`config.mk`:
```
export PLATFORM = sky130hd
export DESIGN_NAME = sckgen_baud
export DESIGN_NICKNAME = d
export VERILOG_FILES = /design/src/rtl/sckgen_pkg.sv /design/src/rtl/sckgen_divsel.sv /design/src/rtl/sckgen_phase_cnt.sv /design/src/rtl/sckgen_baud.sv
export SDC_FILE = /design/constraint.sdc
export NUM_CORES = 1
export LEC_CHECK = 0
export ABC_AREA = 1
export CORE_ASPECT_RATIO = 0.7
export CORE_MARGIN = 1.5
export CORE_UTILIZATION = 40
export DETAILED_ROUTE_END_ITERATION = 6
export PLACE_DENSITY_LB_ADDON = 0.12
export RECOVER_POWER = 25
export SLEW_MARGIN = 5
export SYNTH_ARGS = -nofsm -noshare
export SYNTH_HDL_FRONTEND = slang
export SYNTH_SLANG_ARGS = --single-unit
export TNS_END_PERCENT = 50
```
`constraint.sdc`:
```
create_clock -name clk -period 17.2 [get_ports clk]
set_input_delay 3.44 -clock clk [delete_from_list [all_inputs] [get_ports clk]]
set_output_delay 3.44 -clock clk [all_outputs]
set_load 0.01 [all_outputs]
```
`src/rtl/sckgen_pkg.sv`:
```
package sckgen_pkg;

  localparam int PRE_W = 2;
  localparam int SCL_W = 4;
  // scaler codes at or below this value allow the halved divide
  localparam int DBL_MAX_CODE = 2;

  typedef struct packed {
    logic [PRE_W-1:0] pre;
    logic [SCL_W-1:0] scl;
    logic             dbl;
    logic             idle;
  } sck_cfg_t;

  // Prescaler factor: odd or small values, so no shift will do
  function automatic logic [31:0] pre_factor(input logic [PRE_W-1:0] code);
    logic [31:0] f;
    case (code)
      2'd0:    f = 32'd2;
      2'd1:    f = 32'd3;
      2'd2:    f = 32'd5;
      default: f = 32'd7;
    endcase
    return f;
  endfunction

  // Scaler factor: linear steps at the low end, powers of two above
  function automatic logic [31:0] scl_factor(input logic [SCL_W-1:0] code);
    logic [31:0] f;
    if (code < 4) f = 32'(2 * (int'(code) + 1));
    else          f = 32'd1 << code;
    return f;
  endfunction

endpackage

```
`src/rtl/sckgen_divsel.sv`:
```
module sckgen_divsel
  import sckgen_pkg::*;
#(
  parameter int  DIV_W  = 18,
  parameter bit  DBL_EN = 1'b1,
  localparam int HALF_W = DIV_W - 1
) (
  input  logic              clk,
  input  logic              rst_n,
  input  logic              load,
  input  sck_cfg_t          cfg_in,
  output logic [HALF_W-1:0] hi_len,
  output logic [HALF_W-1:0] lo_len,
  output logic              idle_q
);

  sck_cfg_t         cfg_q, cfg_d;
  logic [31:0]      full_div;
  logic [DIV_W-1:0] total_div;
  logic             halve;

  always_comb begin
    cfg_d = cfg_q;
    if (load) cfg_d = cfg_in;
  end

  always_ff @(posedge clk or negedge rst_n) begin
    if (!rst_n) cfg_q <= '0;
    else        cfg_q <= cfg_d;
  end

  assign full_div = pre_factor(cfg_q.pre) * scl_factor(cfg_q.scl);

  generate
    if (DBL_EN) begin : g_dbl
      assign halve = cfg_q.dbl && (int'(cfg_q.scl) <= DBL_MAX_CODE);
    end else begin : g_nodbl
      assign halve = 1'b0;
    end
  endgenerate

  always_comb begin
    if (halve) total_div = full_div[DIV_W:1];
    else       total_div = full_div[DIV_W-1:0];
  end

  // high half is the shorter one for odd totals
  assign hi_len = total_div[DIV_W-1:1];
  assign lo_len = HALF_W'(total_div - {1'b0, hi_len});
  assign idle_q = cfg_q.idle;

  // the divide only moves on a load
  a_r9_cfg_hold: assert property (@(posedge clk) disable iff (!rst_n)
    !load |=> $stable(total_div));

  // the phases differ by at most one cycle and are never empty
  a_r4_phase_split: assert property (@(posedge clk) disable iff (!rst_n)
    (hi_len != '0) && (lo_len >= hi_len) && (lo_len - hi_len <= 1));

endmodule

```
`src/rtl/sckgen_phase_cnt.sv`:
```
module sckgen_phase_cnt #(
  parameter int CNT_W = 17
) (
  input  logic             clk,
  input  logic             rst_n,
  input  logic             run,
  input  logic             restart,
  input  logic             level,
  input  logic [CNT_W-1:0] hi_len,
  input  logic [CNT_W-1:0] lo_len,
  output logic             tick
);

  logic [CNT_W-1:0] cnt_q, cnt_d;
  logic [CNT_W-1:0] cur_len;

  assign cur_len = level ? hi_len : lo_len;
  assign tick    = run && !restart && (cnt_q == cur_len - 1'b1);

  always_comb begin
    cnt_d = cnt_q;
    if (restart || !run) cnt_d = '0;
    else if (tick)       cnt_d = '0;
    else                 cnt_d = cnt_q + 1'b1;
  end

  always_ff @(posedge clk or negedge rst_n) begin
    if (!rst_n) cnt_q <= '0;
    else        cnt_q <= cnt_d;
  end

  // the count never passes the length of the current phase
  a_r4_cnt_in_range: assert property (@(posedge clk) disable iff (!rst_n)
    (run && !restart) |-> (cnt_q < cur_len));

  // no count is kept while idle
  a_r7_cnt_cleared: assert property (@(posedge clk) disable iff (!rst_n)
    !run |=> (cnt_q == '0));

endmodule

```
`src/rtl/sckgen_baud.sv`:
```
module sckgen_baud
  import sckgen_pkg::*;
#(
  parameter bit  DBL_EN = 1'b1,
  localparam int DIV_W  = 3 + (1 << SCL_W) - 1,
  localparam int HALF_W = DIV_W - 1
) (
  input  logic             clk,
  input  logic             rst_n,
  input  logic             xfer_active,
  input  logic             frame_start,
  input  logic [PRE_W-1:0] pre_code,
  input  logic [SCL_W-1:0] scl_code,
  input  logic             dbl_rate,
  input  logic             idle_pol,
  output logic             sck,
  output logic             sck_toggle
);

  sck_cfg_t          cfg_in;
  logic [HALF_W-1:0] hi_len;
  logic [HALF_W-1:0] lo_len;
  logic              idle_q;
  logic              sck_q, sck_d;
  logic              tick;

  assign cfg_in = '{pre: pre_code, scl: scl_code, dbl: dbl_rate, idle: idle_pol};

  sckgen_divsel #(.DIV_W(DIV_W), .DBL_EN(DBL_EN)) u_divsel (
    .clk    (clk),
    .rst_n  (rst_n),
    .load   (frame_start),
    .cfg_in (cfg_in),
    .hi_len (hi_len),
    .lo_len (lo_len),
    .idle_q (idle_q)
  );

  sckgen_phase_cnt #(.CNT_W(HALF_W)) u_cnt (
    .clk     (clk),
    .rst_n   (rst_n),
    .run     (xfer_active),
    .restart (frame_start),
    .level   (sck_q),
    .hi_len  (hi_len),
    .lo_len  (lo_len),
    .tick    (tick)
  );

  always_comb begin
    sck_d = sck_q;
    if (frame_start)      sck_d = idle_pol;
    else if (!xfer_active) sck_d = idle_q;
    else if (tick)        sck_d = ~sck_q;
  end

  always_ff @(posedge clk or negedge rst_n) begin
    if (!rst_n) sck_q <= 1'b0;
    else        sck_q <= sck_d;
  end

  assign sck        = sck_q;
  assign sck_toggle = tick;

  // a toggle enable inverts the level on the next cycle
  a_r10_toggle_flips: assert property (@(posedge clk) disable iff (!rst_n)
    sck_toggle |=> (sck != $past(sck)));

  // while running with no enable and no restart the level holds
  a_r10_level_holds: assert property (@(posedge clk) disable iff (!rst_n)
    (xfer_active && !frame_start && !sck_toggle) |=> $stable(sck));

  // a frame begins at the sampled idle polarity
  a_r6_start_level: assert property (@(posedge clk) disable iff (!rst_n)
    frame_start |=> (sck == $past(idle_pol)));

  // no toggle enable while idle
  a_r7_quiet_idle: assert property (@(posedge clk) disable iff (!rst_n)
    !xfer_active |-> !sck_toggle);

endmodule

```
==> results of run 1 <==
## placed cells by master, fill, tap and decap left out, types with 2 or more instances in the layout
cell type                         Yosys  routed
sky130_fd_sc_hd__clkbuf_16            0       3
sky130_fd_sc_hd__dfrtp_1             26      26
sky130_fd_sc_hd__o21ai_2              4       4
sky130_fd_sc_hd__or2_2                2       2
sky130_fd_sc_hd__o21ai_0             18      18
sky130_fd_sc_hd__nand4_1             14      14
sky130_fd_sc_hd__nand2_2             20      20
sky130_fd_sc_hd__nor2_2              18      18
sky130_fd_sc_hd__a21oi_1             14      14
sky130_fd_sc_hd__fa_1                16      16
sky130_fd_sc_hd__nand3_2             17      17
sky130_fd_sc_hd__inv_1              119     119
sky130_fd_sc_hd__clkdlybuf4s50_1      0      12
sky130_fd_sc_hd__nand3_1            135     135
sky130_fd_sc_hd__ha_1                33      33
sky130_fd_sc_hd__nor2_4               3       3
sky130_fd_sc_hd__inv_2                5       5
sky130_fd_sc_hd__nand2_1            320     320
sky130_fd_sc_hd__nor2_1              88      88
sky130_fd_sc_hd__o21ai_1              3       3
sky130_fd_sc_hd__xor2_1              15      15
sky130_fd_sc_hd__o21bai_1             2       2
sky130_fd_sc_hd__conb_1               2       2
sky130_fd_sc_hd__xnor2_1              6       6
sky130_fd_sc_hd__nand3b_1             2       2
sky130_fd_sc_hd__buf_4                3       3
sky130_fd_sc_hd__nor3_1               7       7
## state kept, by name, summed over array words and instances, names as in the netlist
register	flops
sck	1
u_divsel.cfg_q	7
u_divsel.idle_q	1
u_cnt.cnt_q	17
## routing by layer
metal / up-vias / global-route usage [%] / wire, um
met1: 2364 / 33.9 / 8080
li1: 2911 / - / -
met5: - / 0 / 0
met3: 7 / 2.89 / 594
met2: 78 / 28.2 / 4760
met4: 0 / 2.64 / 77
## worst max-delay path by stage
stage / endpoint / slack (ps) / startpoint
detailed placement: sck_toggle / 7360 / u_divsel.cfg_q[4]$_DFFE_PN0P_
finish: sck_toggle / 7000 / u_divsel.cfg_q[4]$_DFFE_PN0P_
floorplan: sck_toggle / 8610 / u_divsel.cfg_q[4]$_DFFE_PN0P_
CTS: sck_toggle / 7030 / u_divsel.cfg_q[4]$_DFFE_PN0P_
global route: sck_toggle / 6390 / u_divsel.cfg_q[4]$_DFFE_PN0P_
global placement: sck_toggle / 7320 / u_divsel.cfg_q[4]$_DFFE_PN0P_
## power groups by stage
stage               sequential (mW)  combinational (mW)  clock [mW]
floorplan                    0.0665               0.254           0
global placement             0.0673               0.310           0
detailed placement           0.0673               0.308           0
finish                       0.0662               0.311      0.0739
CTS                          0.0660               0.310      0.0767
global route                 0.0666               0.360      0.0784
## kinds of logic (layout without fill, tap and decap cells)
family | after synthesis | in the layout | share of synthesized area [%]
AND/OR/NAND/NOR | 632 | 632 | 53.9
buffers and inverters | 143 | 147 | 11.0
adder cells (fa/ha/maj) | 49 | 49 | 13.8
AO/OA/AOI/OAI | 45 | 45 | 5.00
flip-flops | 26 | 26 | 12.3
XOR/XNOR | 21 | 21 | 3.47
other | 2 | 2 | 0.142
multiplexers | 1 | 1 | 0.425
## cells in the mapped netlist, drive strengths merged, types with 2 or more instances
master,instances
nand3b,2
nor2,109
xnor2,6
inv,125
dfrtp,26
o21ai,26
nor3,8
clkbuf,6
nand2,341
a21oi,15
nand3,153
ha,33
or2,3
nand4,14
conb,2
buf,11
xor2,15
fa,16
o21bai,2
## area by class of cell
type | instances | share of cell area (%)
repair buffers | 17 | 2.76
flip-flops and latches | 26 | 11.5
well taps | 162 | 3.58
multi-input cells | 750 | 71.9
clock buffers | 3 | 1.33
clock inverters | 1 | 0.531
inverters | 126 | 8.40
## per-stage QoR
stage	hold slack, ps	worst slack (ps)	area (um^2)
after detailed placement	487	7360	5560
after global placement	494	7320	5560
after CTS	499	7030	5660
after global routing	534	6390	5660
final	496	7000	5660
after floorplan	451	8610	5300
==> results.tsv, run 1 <==
stage	metric	value	unit
route	drt pass-1 iters	5	
synth	EDFF count, synth	0	
cells_and_area	P&R area growth vs syn	6.78	%
power	total chip power	0.451	mW
synth	share of synthesized area occupied by flip-flops and latches	12.3	%
synth	register bit total from synthesis	26	
setup_path	register-to-register path setup slack	10950	ps
power	proportion of power drawn by combinational gates	68.9	%
cells_and_area	Sequential Area	651	um^2
cells_and_area	non-filler instance count after layout	1085	
setup_path	Largest stage delay, worst path	560	ps
cts	register clock-pin slew on the reported worst setup and hold paths	80	ps
synth	mean area per synthesized cell	5.77	um^2
cts	# H-tree levels	1	
cts	cts hold-fix bufs	0	
timing	fmax	0.0981	GHz
power	power density cells	79.7	nW/um^2
setup_path	CP Depth	33	
timing	transition time of the tightest slew-check pin	1640	ps
floorplan	die boundary width	141	um
grt	GRT Resource Usage Total	20.6	%
placed_design	count of placed standard cells including taps	1081	
timing	Period minus WS final	10200	ps
timing	number of pins exceeding their max-slew limit in the final report	27	
synth	leading post-synthesis cells by cell area	sky130_fd_sc_hd__nand2_1 23%, sky130_fd_sc_hd__nand3_1 13%, sky130_fd_sc_hd__dfrtp_1 12%, sky130_fd_sc_hd__inv_1 8.4%, sky130_fd_sc_hd__ha_1 7.8%	
cells_and_area	area of the multi-input gates	4070	um^2
power	sequential share of power	14.7	%
floorplan	number of standard-cell rows in the floorplan	34	
grt	vias in the first global route	4898	
floorplan	area of the core region	12700	um^2
cells_and_area	Final Util	44.6	%
placed_design	DP HPWL	11.3	mm
floorplan	die span in y	99.3	um
cells_and_area	diode insertion count for antenna repair	0	
route	final antenna-violating net count	0	
grt	antenna violations before repair	0	
setup_path	kind of critical path	reg2out	
job	count of maximum capacitance violations	1	
floorplan	floorplan die area	14000	um^2
setup_path	largest fanout of any net on the critical path	8	
synth	number of warnings reported in the yosys synthesis log	0	
placed_design	placer's final routability congestion estimate	0.865	
setup_path	Crit. End Element	output pin	
floorplan	Initial Utilization	41.8	%
synth	post-synthesis cell type with the largest combined area	sky130_fd_sc_hd__nand2_1	
cts	post-CTS setup buffer count	0	
grt	leftover overflow at the end of global routing	0	
power	P_int	0.218	mW
hold_path	path category of the worst min-delay check	reg2reg	
power	switching fraction of total power	51.6	%
status	result of the run	finished, violations left	
synth	Yosys top cell area share	22.7	%
timing	largest clock skew in the final design	7.35	ps
cells_and_area	Post-layout nets	985	
cts	source-to-sink clock delay at the later pin of the worst-skew pair	280	ps
setup_path	CP delay by family, top	simple AND/OR/NAND/NOR gates	
grt	global-route wire length before repair	23.6	mm
synth	synthesized netlist cell count	919	
timing	final critical-path share of the clock period	59.3	%
floorplan	Top-Level Pins	14	
timing	TNS Setup	0	ps
timing	worst relative slew slack	-9.29	%
power	maximum resistive drop on vdd	0.0000650	V
synth	Netlist cell types	43	
cts	number of buffers inserted during clock tree synthesis	3	
hold_path	worst hold endpoint	u_cnt.cnt_q[0]$_DFF_PN0_	
route	first-iteration detailed-routing DRC count	302	
setup_path	startpoint of the lowest-slack register-to-register path	u_divsel.cfg_q[4]$_DFFE_PN0P_	
grt	maximum number of pins on one net before global-route repair	32	
status	violations in the final reports	capacitance limit, slew limit	
cts	buffer depth of the longest clock path	2	
hold_path	startpoint of the lowest-slack hold path	u_cnt.cnt_q[0]$_DFF_PN0_	
synth	net count after synthesis	980	
power	share of total power in the clock network	16.4	%
route	overall via count from detail_route	5360	
setup_path	capture instance of the worst register-to-register path	sck$_DFFE_PN0P_	
synth	top flip-flop cell by instance count after synthesis	sky130_fd_sc_hd__dfrtp_1	
route	drt drc	0	
placed_design	Port Buffers	13	
power	cell leakage power	3.03	nW
synth	Async SR Flop Fraction	100	%
setup_path	Critical Path RT	13760	ps
setup_path	slowest cell on the critical path	sky130_fd_sc_hd__clkdlybuf4s50_1	
setup_path	data arrival time of the worst path	6760	ps
setup_path	worst path buffer plus inverter count	5	
timing	final hold violations	0	
cts	TritonCTS clock tree	yes	
route	total wirelength of the detailed-routed design	13.5	mm
route	Vias/cell	4.94	
route	Avg WL per Cell	12.5	um
hold_path	worst hold path cell count	1	
cts	clock tree sinks	26	
power	Net Sw Power	0.233	mW
cts	root buffer cell	sky130_fd_sc_hd__clkbuf_16	
setup_path	depth of the worst register-to-register path	34	
cts	post-cts sizing count	0	
cells_and_area	fill cell count	1420	
synth	summed instance area of the synthesized netlist	5300	um^2
timing	Setup violations, final	0	
cells_and_area	share of final-layout standard cells stronger than drive strength 1	8.99	%
setup_path	Setup crit start kind	flop	
timing	RSZ-0062 raised after global routing	false	
(Power assumes the default switching activity.)
==> run 2, diff against run 1 <==
==> constraint.sdc (replaced) <==
create_clock -name clk -period 10.6 [get_ports clk]
set_input_delay 2.12 -clock clk [delete_from_list [all_inputs] [get_ports clk]]
set_output_delay 2.12 -clock clk [all_outputs]
set_load 0.01 [all_outputs]
==> run 2 against run 1 <==
Sequential power is 62% higher; cell count did not move; global-route usage grew 0.34 points; combinational power up 62%; critical path depth is the same; clock power is 62% higher; the flow still finishes with violations (capacitance limit, slew limit); largest cell class unchanged; non-clock buffer count did not move; via count barely moved; wire length shrank 1.2%.
==> results.tsv, run 2 (synthesis gave the netlist of run 1 again) <==
stage	metric	value	unit	change
cells_and_area	Biggest register	u_cnt.cnt_q		
cells_and_area	flip-flop count of the largest register after layout	17		unchanged
setup_path	largest fanout of any net on the critical path	8		unchanged
setup_path	Setup crit start kind	flop		
timing	Period minus WS final	8890	ps	
floorplan	die boundary width	141	um	unchanged
cells_and_area	share of final-layout standard cells stronger than drive strength 1	8.99	%	unchanged
timing	fmax	0.112	GHz	
timing	number of pins exceeding their max-slew limit in the final report	27		unchanged
timing	worst relative slew slack	-6.81	%	+2.5 points
timing	largest clock skew in the final design	2.95	ps	-4.40 ps
cts	cts hold-fix bufs	0		unchanged
setup_path	startpoint of the lowest-slack register-to-register path	u_divsel.cfg_q[4]$_DFFE_PN0P_		
timing	Setup violations, final	0		unchanged
floorplan	floorplan die area	14000	um^2	unchanged
route	final antenna-violating net count	0		unchanged
grt	GRT Resource Usage Total	20.9	%	+0.34 points
hold_path	startpoint of the lowest-slack hold path	u_cnt.cnt_q[0]$_DFF_PN0_		
grt	vias in the first global route	4989		+1.9%
cells_and_area	most frequent cells in the layout	320 x sky130_fd_sc_hd__nand2_1, 135 x sky130_fd_sc_hd__nand3_1, 119 x sky130_fd_sc_hd__inv_1		
timing	final hold violations	0		unchanged
setup_path	slowest cell on the critical path	sky130_fd_sc_hd__clkdlybuf4s50_1		
setup_path	Critical Path RT	8480	ps	-5280 ps
hold_path	worst hold path cell count	1		unchanged
timing	final critical-path share of the clock period	83.9	%	
placed_design	Port Buffers	13		unchanged
timing	transition time of the tightest slew-check pin	1600	ps	-37.2 ps
power	total chip power	0.731	mW	+62%
grt	antenna violations before repair	0		unchanged
cells_and_area	most common library cell in the layout ignoring fill and taps	sky130_fd_sc_hd__nand2_1		
setup_path	capture instance of the worst register-to-register path	sck$_DFFE_PN0P_		
grt	leftover overflow at the end of global routing	0		unchanged
cells_and_area	Regs by FF count	u_cnt.cnt_q (17), u_divsel.cfg_q (7)		
route	Vias/cell	4.94		about the same
setup_path	register-to-register path setup slack	4370	ps	-6580 ps
cts	clock tree sinks	26		unchanged
route	drt drc	0		unchanged
cells_and_area	non-filler instance count after layout	1085		unchanged
cells_and_area	diode insertion count for antenna repair	0		unchanged
placed_design	DP HPWL	11.2	mm	-1.1%
cells_and_area	P&R area growth vs syn	6.78	%	unchanged
route	drt pass-1 iters	5		unchanged
timing	RSZ-0062 raised after global routing	false		
floorplan	area of the core region	12700	um^2	unchanged
cts	number of buffers inserted during clock tree synthesis	3		unchanged
route	Avg WL per Cell	12.3	um	-1.2%
setup_path	kind of critical path	reg2out		
cts	# H-tree levels	1		unchanged
hold_path	path category of the worst min-delay check	reg2reg		
cts	post-CTS setup buffer count	0		unchanged
floorplan	Top-Level Pins	14		unchanged
route	overall via count from detail_route	5357		-0.056%
hold_path	worst hold endpoint	u_cnt.cnt_q[0]$_DFF_PN0_		
power	cell leakage power	3.03	nW	unchanged
cts	root buffer cell	sky130_fd_sc_hd__clkbuf_16		
cts	post-cts sizing count	0		unchanged
placed_design	count of placed standard cells including taps	1081		unchanged
grt	maximum number of pins on one net before global-route repair	32		unchanged
setup_path	Largest stage delay, worst path	560	ps	about the same
setup_path	data arrival time of the worst path	6770	ps	about the same
job	count of maximum capacitance violations	1		unchanged
status	violations in the final reports	capacitance limit, slew limit		
cells_and_area	Post-layout nets	985		unchanged
floorplan	number of standard-cell rows in the floorplan	34		unchanged
setup_path	Crit. End Element	output pin		
timing	TNS Setup	0	ps	unchanged
setup_path	depth of the worst register-to-register path	34		unchanged
floorplan	Initial Utilization	41.8	%	unchanged
cts	source-to-sink clock delay at the later pin of the worst-skew pair	280	ps	about the same
cts	buffer depth of the longest clock path	2		unchanged
floorplan	die span in y	99.3	um	unchanged
grt	global-route wire length before repair	24.0	mm	+1.8%
route	total wirelength of the detailed-routed design	13.3	mm	-1.2%
cells_and_area	Final Util	44.6	%	unchanged
cts	TritonCTS clock tree	yes		
route	first-iteration detailed-routing DRC count	435		+44%
power	power density cells	129	nW/um^2	+62%
cts	register clock-pin slew on the reported worst setup and hold paths	80	ps	about the same
placed_design	placer's final routability congestion estimate	0.862		-0.31%
power	maximum resistive drop on vdd	0.000117	V	+80%
status	result of the run	finished, violations left		
-- run 2: cell counts in the layout (fill, tap and decap cells not counted) --
Identical to the previous run, type by type.
-- run 2: metrics by stage --
| step | setup WS (ps) | hold WS [ps] | instance area [um^2] |
|---|---|---|---|
| 6_report | 1710 | 499 | 5660 |
| 4_1_cts | 1750 | 502 | 5660 |
| 3_5_place_dp | 2090 | 489 | 5560 |
| 5_1_grt | 937 | 530 | 5660 |
| 3_3_place_gp | 2050 | 494 | 5560 |
| 2_1_floorplan | 3330 | 451 | 5300 |
-- run 2: worst max path at each step --
stage / from / endpoint / slack (ps) / depth (start not counted)
after floorplan: u_divsel.cfg_q[4]$_DFFE_PN0P_ / sck_toggle / 3330 / 28
after global placement: u_divsel.cfg_q[4]$_DFFE_PN0P_ / sck_toggle / 2050 / 33
after detailed placement: u_divsel.cfg_q[4]$_DFFE_PN0P_ / sck_toggle / 2090 / 33
after CTS: u_divsel.cfg_q[4]$_DFFE_PN0P_ / sck_toggle / 1750 / 33
after global routing: u_divsel.cfg_q[4]$_DFFE_PN0P_ / sck_toggle / 940 / 33
final: u_divsel.cfg_q[4]$_DFFE_PN0P_ / sck_toggle / 1710 / 33
-- run 2: metal layers --
| metal | share of wire, % | track usage, % | up-vias | wire length [um] |
|---|---|---|---|---|
| met3 | 5.8 | 3.51 | 9 | 771 |
| met1 | 59 | 34.3 | 2346 | 7860 |
| met2 | 34 | 28.3 | 97 | 4590 |
| met4 | 0.91 | 2.96 | 0 | 121 |
| met5 | 0 | 0 | - | 0 |
| li1 | - | - | 2905 | - |
-- run 2: worst max-delay path, delay by kind of cell (launching register included) --
kind | cells | cell delay (ps)
xor+xnor | 1 | 170
flops | 1 | 510
simple gates | 20 | 2080
fa+ha+maj | 4 | 1770
buf+inv | 5 | 1160
compound gates | 3 | 790
-- run 2: power by group --
part	internal, mW	switching [mW]
Sequential	0.103	0.00464
Clock	0.0756	0.0445
Combinational	0.176	0.328
Total	0.354	0.377
-- run 2: final cells by class --
class / count / area [um^2]
flip-flops and latches: 26 / 651
repair buffers: 17 / 156
fillers: 1373 / 7020
well taps: 162 / 203
inverters: 126 / 475
multi-input cells: 750 / 4070
clock buffers: 3 / 75.1
clock inverters: 1 / 30.0
==> run 3, diff against run 2 <==
==> constraint.sdc (replaced) <==
create_clock -name clk -period 9 [get_ports clk]
set_input_delay 1.8 -clock clk [delete_from_list [all_inputs] [get_ports clk]]
set_output_delay 1.8 -clock clk [all_outputs]
set_load 0.01 [all_outputs]
==> run 3 against run 2 <==
The flow still finishes with violations (capacitance limit, slew limit); count of clock-buffer cells in the layout is the same; register-to-register slack lost 1300 ps; clock skew grew 2.9 ps; highest routed layer unchanged.
==> results.tsv, run 3 (synthesis gave the netlist of run 1 again) <==
stage	metric	value	unit	change
floorplan	area of the core region	12700	um^2	unchanged
hold_path	worst hold endpoint	u_cnt.cnt_q[0]$_DFF_PN0_		
cells_and_area	area of the multi-input gates	4070	um^2	unchanged
timing	Setup violations, final	0		unchanged
timing	largest clock skew in the final design	5.82	ps	+2.87 ps
cells_and_area	flip-flop count of the largest register after layout	17		unchanged
grt	global-route wire length before repair	24.2	mm	+0.60%
setup_path	Crit. End Element	output pin		
cts	cts hold-fix bufs	0		unchanged
floorplan	Initial Utilization	41.8	%	unchanged
hold_path	path category of the worst min-delay check	reg2reg		
grt	GRT Resource Usage Total	20.8	%	-0.086 points
cells_and_area	Regs by FF count	u_cnt.cnt_q (17), u_divsel.cfg_q (7)		
setup_path	largest fanout of any net on the critical path	8		unchanged
route	first-iteration detailed-routing DRC count	374		-14%
timing	final hold violations	0		unchanged
setup_path	Critical Path RT	7200	ps	-1280 ps
route	Avg WL per Cell	12.3	um	-0.33%
placed_design	Port Buffers	13		unchanged
grt	maximum number of pins on one net before global-route repair	32		unchanged
timing	number of pins exceeding their max-slew limit in the final report	27		unchanged
status	violations in the final reports	capacitance limit, slew limit		
power	cell leakage power	3.04	nW	+0.54%
placed_design	placer's final routability congestion estimate	0.862		about the same
floorplan	number of standard-cell rows in the floorplan	34		unchanged
cells_and_area	share of final-layout standard cells stronger than drive strength 1	9.40	%	+0.40 points
setup_path	capture instance of the worst register-to-register path	sck$_DFFE_PN0P_		
cts	clock tree sinks	26		unchanged
cells_and_area	most frequent cells in the layout	320 x sky130_fd_sc_hd__nand2_1, 135 x sky130_fd_sc_hd__nand3_1, 119 x sky130_fd_sc_hd__inv_1		
grt	antenna violations before repair	0		unchanged
route	overall via count from detail_route	5391		+0.63%
floorplan	die boundary width	141	um	unchanged
hold_path	worst hold path cell count	1		unchanged
status	result of the run	finished, violations left		
cts	source-to-sink clock delay at the later pin of the worst-skew pair	280	ps	about the same
cells_and_area	Post-layout nets	988		+0.30%
grt	vias in the first global route	5107		+2.4%
setup_path	Setup crit start kind	flop		
floorplan	Top-Level Pins	14		unchanged
setup_path	depth of the worst register-to-register path	34		unchanged
cts	register clock-pin slew on the reported worst setup and hold paths	80	ps	about the same
power	maximum resistive drop on vdd	0.000148	V	+26%
cells_and_area	fill cell count	1396		+1.7%
power	power density cells	152	nW/um^2	+17%
cts	buffer depth of the longest clock path	2		unchanged
setup_path	most common cell type on the critical path	sky130_fd_sc_hd__nand3_1		
cells_and_area	diode insertion count for antenna repair	0		unchanged
cells_and_area	most common library cell in the layout ignoring fill and taps	sky130_fd_sc_hd__nand2_1		
cts	TritonCTS clock tree	yes		
setup_path	Largest stage delay, worst path	560	ps	about the same
route	final antenna-violating net count	0		unchanged
route	drt drc	0		unchanged
timing	fmax	0.121	GHz	
route	total wirelength of the detailed-routed design	13.3	mm	about the same
setup_path	startpoint of the lowest-slack register-to-register path	u_divsel.cfg_q[4]$_DFFE_PN0P_		
timing	TNS Setup	0	ps	unchanged
timing	final critical-path share of the clock period	91.5	%	
floorplan	die span in y	99.3	um	unchanged
timing	Period minus WS final	8230	ps	
setup_path	slowest cell on the critical path	sky130_fd_sc_hd__clkdlybuf4s50_1		
timing	RSZ-0062 raised after global routing	false		
setup_path	register-to-register path setup slack	3090	ps	-1280 ps
setup_path	data arrival time of the worst path	6430	ps	-340 ps
timing	worst relative slew slack	-2.22	%	+4.6 points
placed_design	DP HPWL	11.1	mm	-0.91%
job	count of maximum capacitance violations	1		unchanged
cells_and_area	P&R area growth vs syn	7.20	%	
cts	number of buffers inserted during clock tree synthesis	3		unchanged
timing	transition time of the tightest slew-check pin	1530	ps	-68.9 ps
cells_and_area	Biggest register	u_cnt.cnt_q		
cts	root buffer cell	sky130_fd_sc_hd__clkbuf_16		
route	drt pass-1 iters	5		unchanged
floorplan	floorplan die area	14000	um^2	unchanged
cts	# H-tree levels	1		unchanged
cells_and_area	Sequential Area	651	um^2	unchanged
setup_path	Worst Setup SP	u_divsel.cfg_q[4]$_DFFE_PN0P_		
route	Vias/cell	4.95		+0.36%
grt	leftover overflow at the end of global routing	0		unchanged
placed_design	total cell area at the placement stage	5580	um^2	+0.41%
hold_path	startpoint of the lowest-slack hold path	u_cnt.cnt_q[0]$_DFF_PN0_		
cells_and_area	cell area after layout	5680	um^2	+0.40%
setup_path	kind of critical path	reg2out		
run 3: worst max-delay path: cells and delay by family (launching register included):
| kind | cells | cell delay, ps |
|---|---|---|
| buf+inv | 6 | 1060 |
| xor+xnor | 1 | 180 |
| compound gates | 3 | 700 |
| simple gates | 19 | 1990 |
| fa+ha+maj | 4 | 1700 |
| flops | 1 | 510 |
run 3: how the worst max path moves through the flow:
| stage | cells past startpoint | to |
|---|---|---|
| global placement | 33 | sck_toggle |
| finish | 33 | sck_toggle |
| global route | 33 | sck_toggle |
| floorplan | 28 | sck_toggle |
| CTS | 33 | sck_toggle |
| detailed placement | 33 | sck_toggle |
run 3: what timing repair did:
item	4_1_cts	5_1_grt
setup buffers	0	0
setup endpoints to repair	0	1
resized for setup	0	2
run 3: routing by layer:
layer / routed length (um) / global-route usage, % / up-vias
met1: 7700 / 33.5 / 2350
met5: 0 / 0 / -
met2: 4640 / 28.3 / 111
met3: 872 / 4.53 / 8
li1: - / - / 2922
met4: 120 / 2.80 / 0
run 3: cell type report:
cell class / instances / area share (%)
clock buffers: 3 / 1.32
clock inverters: 1 / 0.529
inverters: 126 / 8.37
multi-input cells: 750 / 71.6
flip-flops and latches: 26 / 11.5
well taps: 162 / 3.57
repair buffers: 20 / 3.15
run 3: per-stage QoR:
step           setup slack [ps]  hold WS, ps  util, %  total power [mW]  cells
2_1_floorplan              2050          451        -             0.613    919
3_3_place_gp                889          494     44.0             0.722   1084
3_5_place_dp                873          490     44.0             0.718   1084
4_1_cts                     505          501     44.8             0.863   1088
5_1_grt                     148          528     44.8             0.971   1088
6_report                    766          498     44.8             0.861   1088
run 3: power by group:
part / leakage (nW) / total, mW / internal (mW) / switching [mW]
Clock: 0.0511 / 0.140 / 0.0890 / 0.0510
Sequential: 0.346 / 0.126 / 0.121 / 0.00538
Combinational: 2.65 / 0.595 / 0.209 / 0.386
Total: 3.04 / 0.861 / 0.419 / 0.442
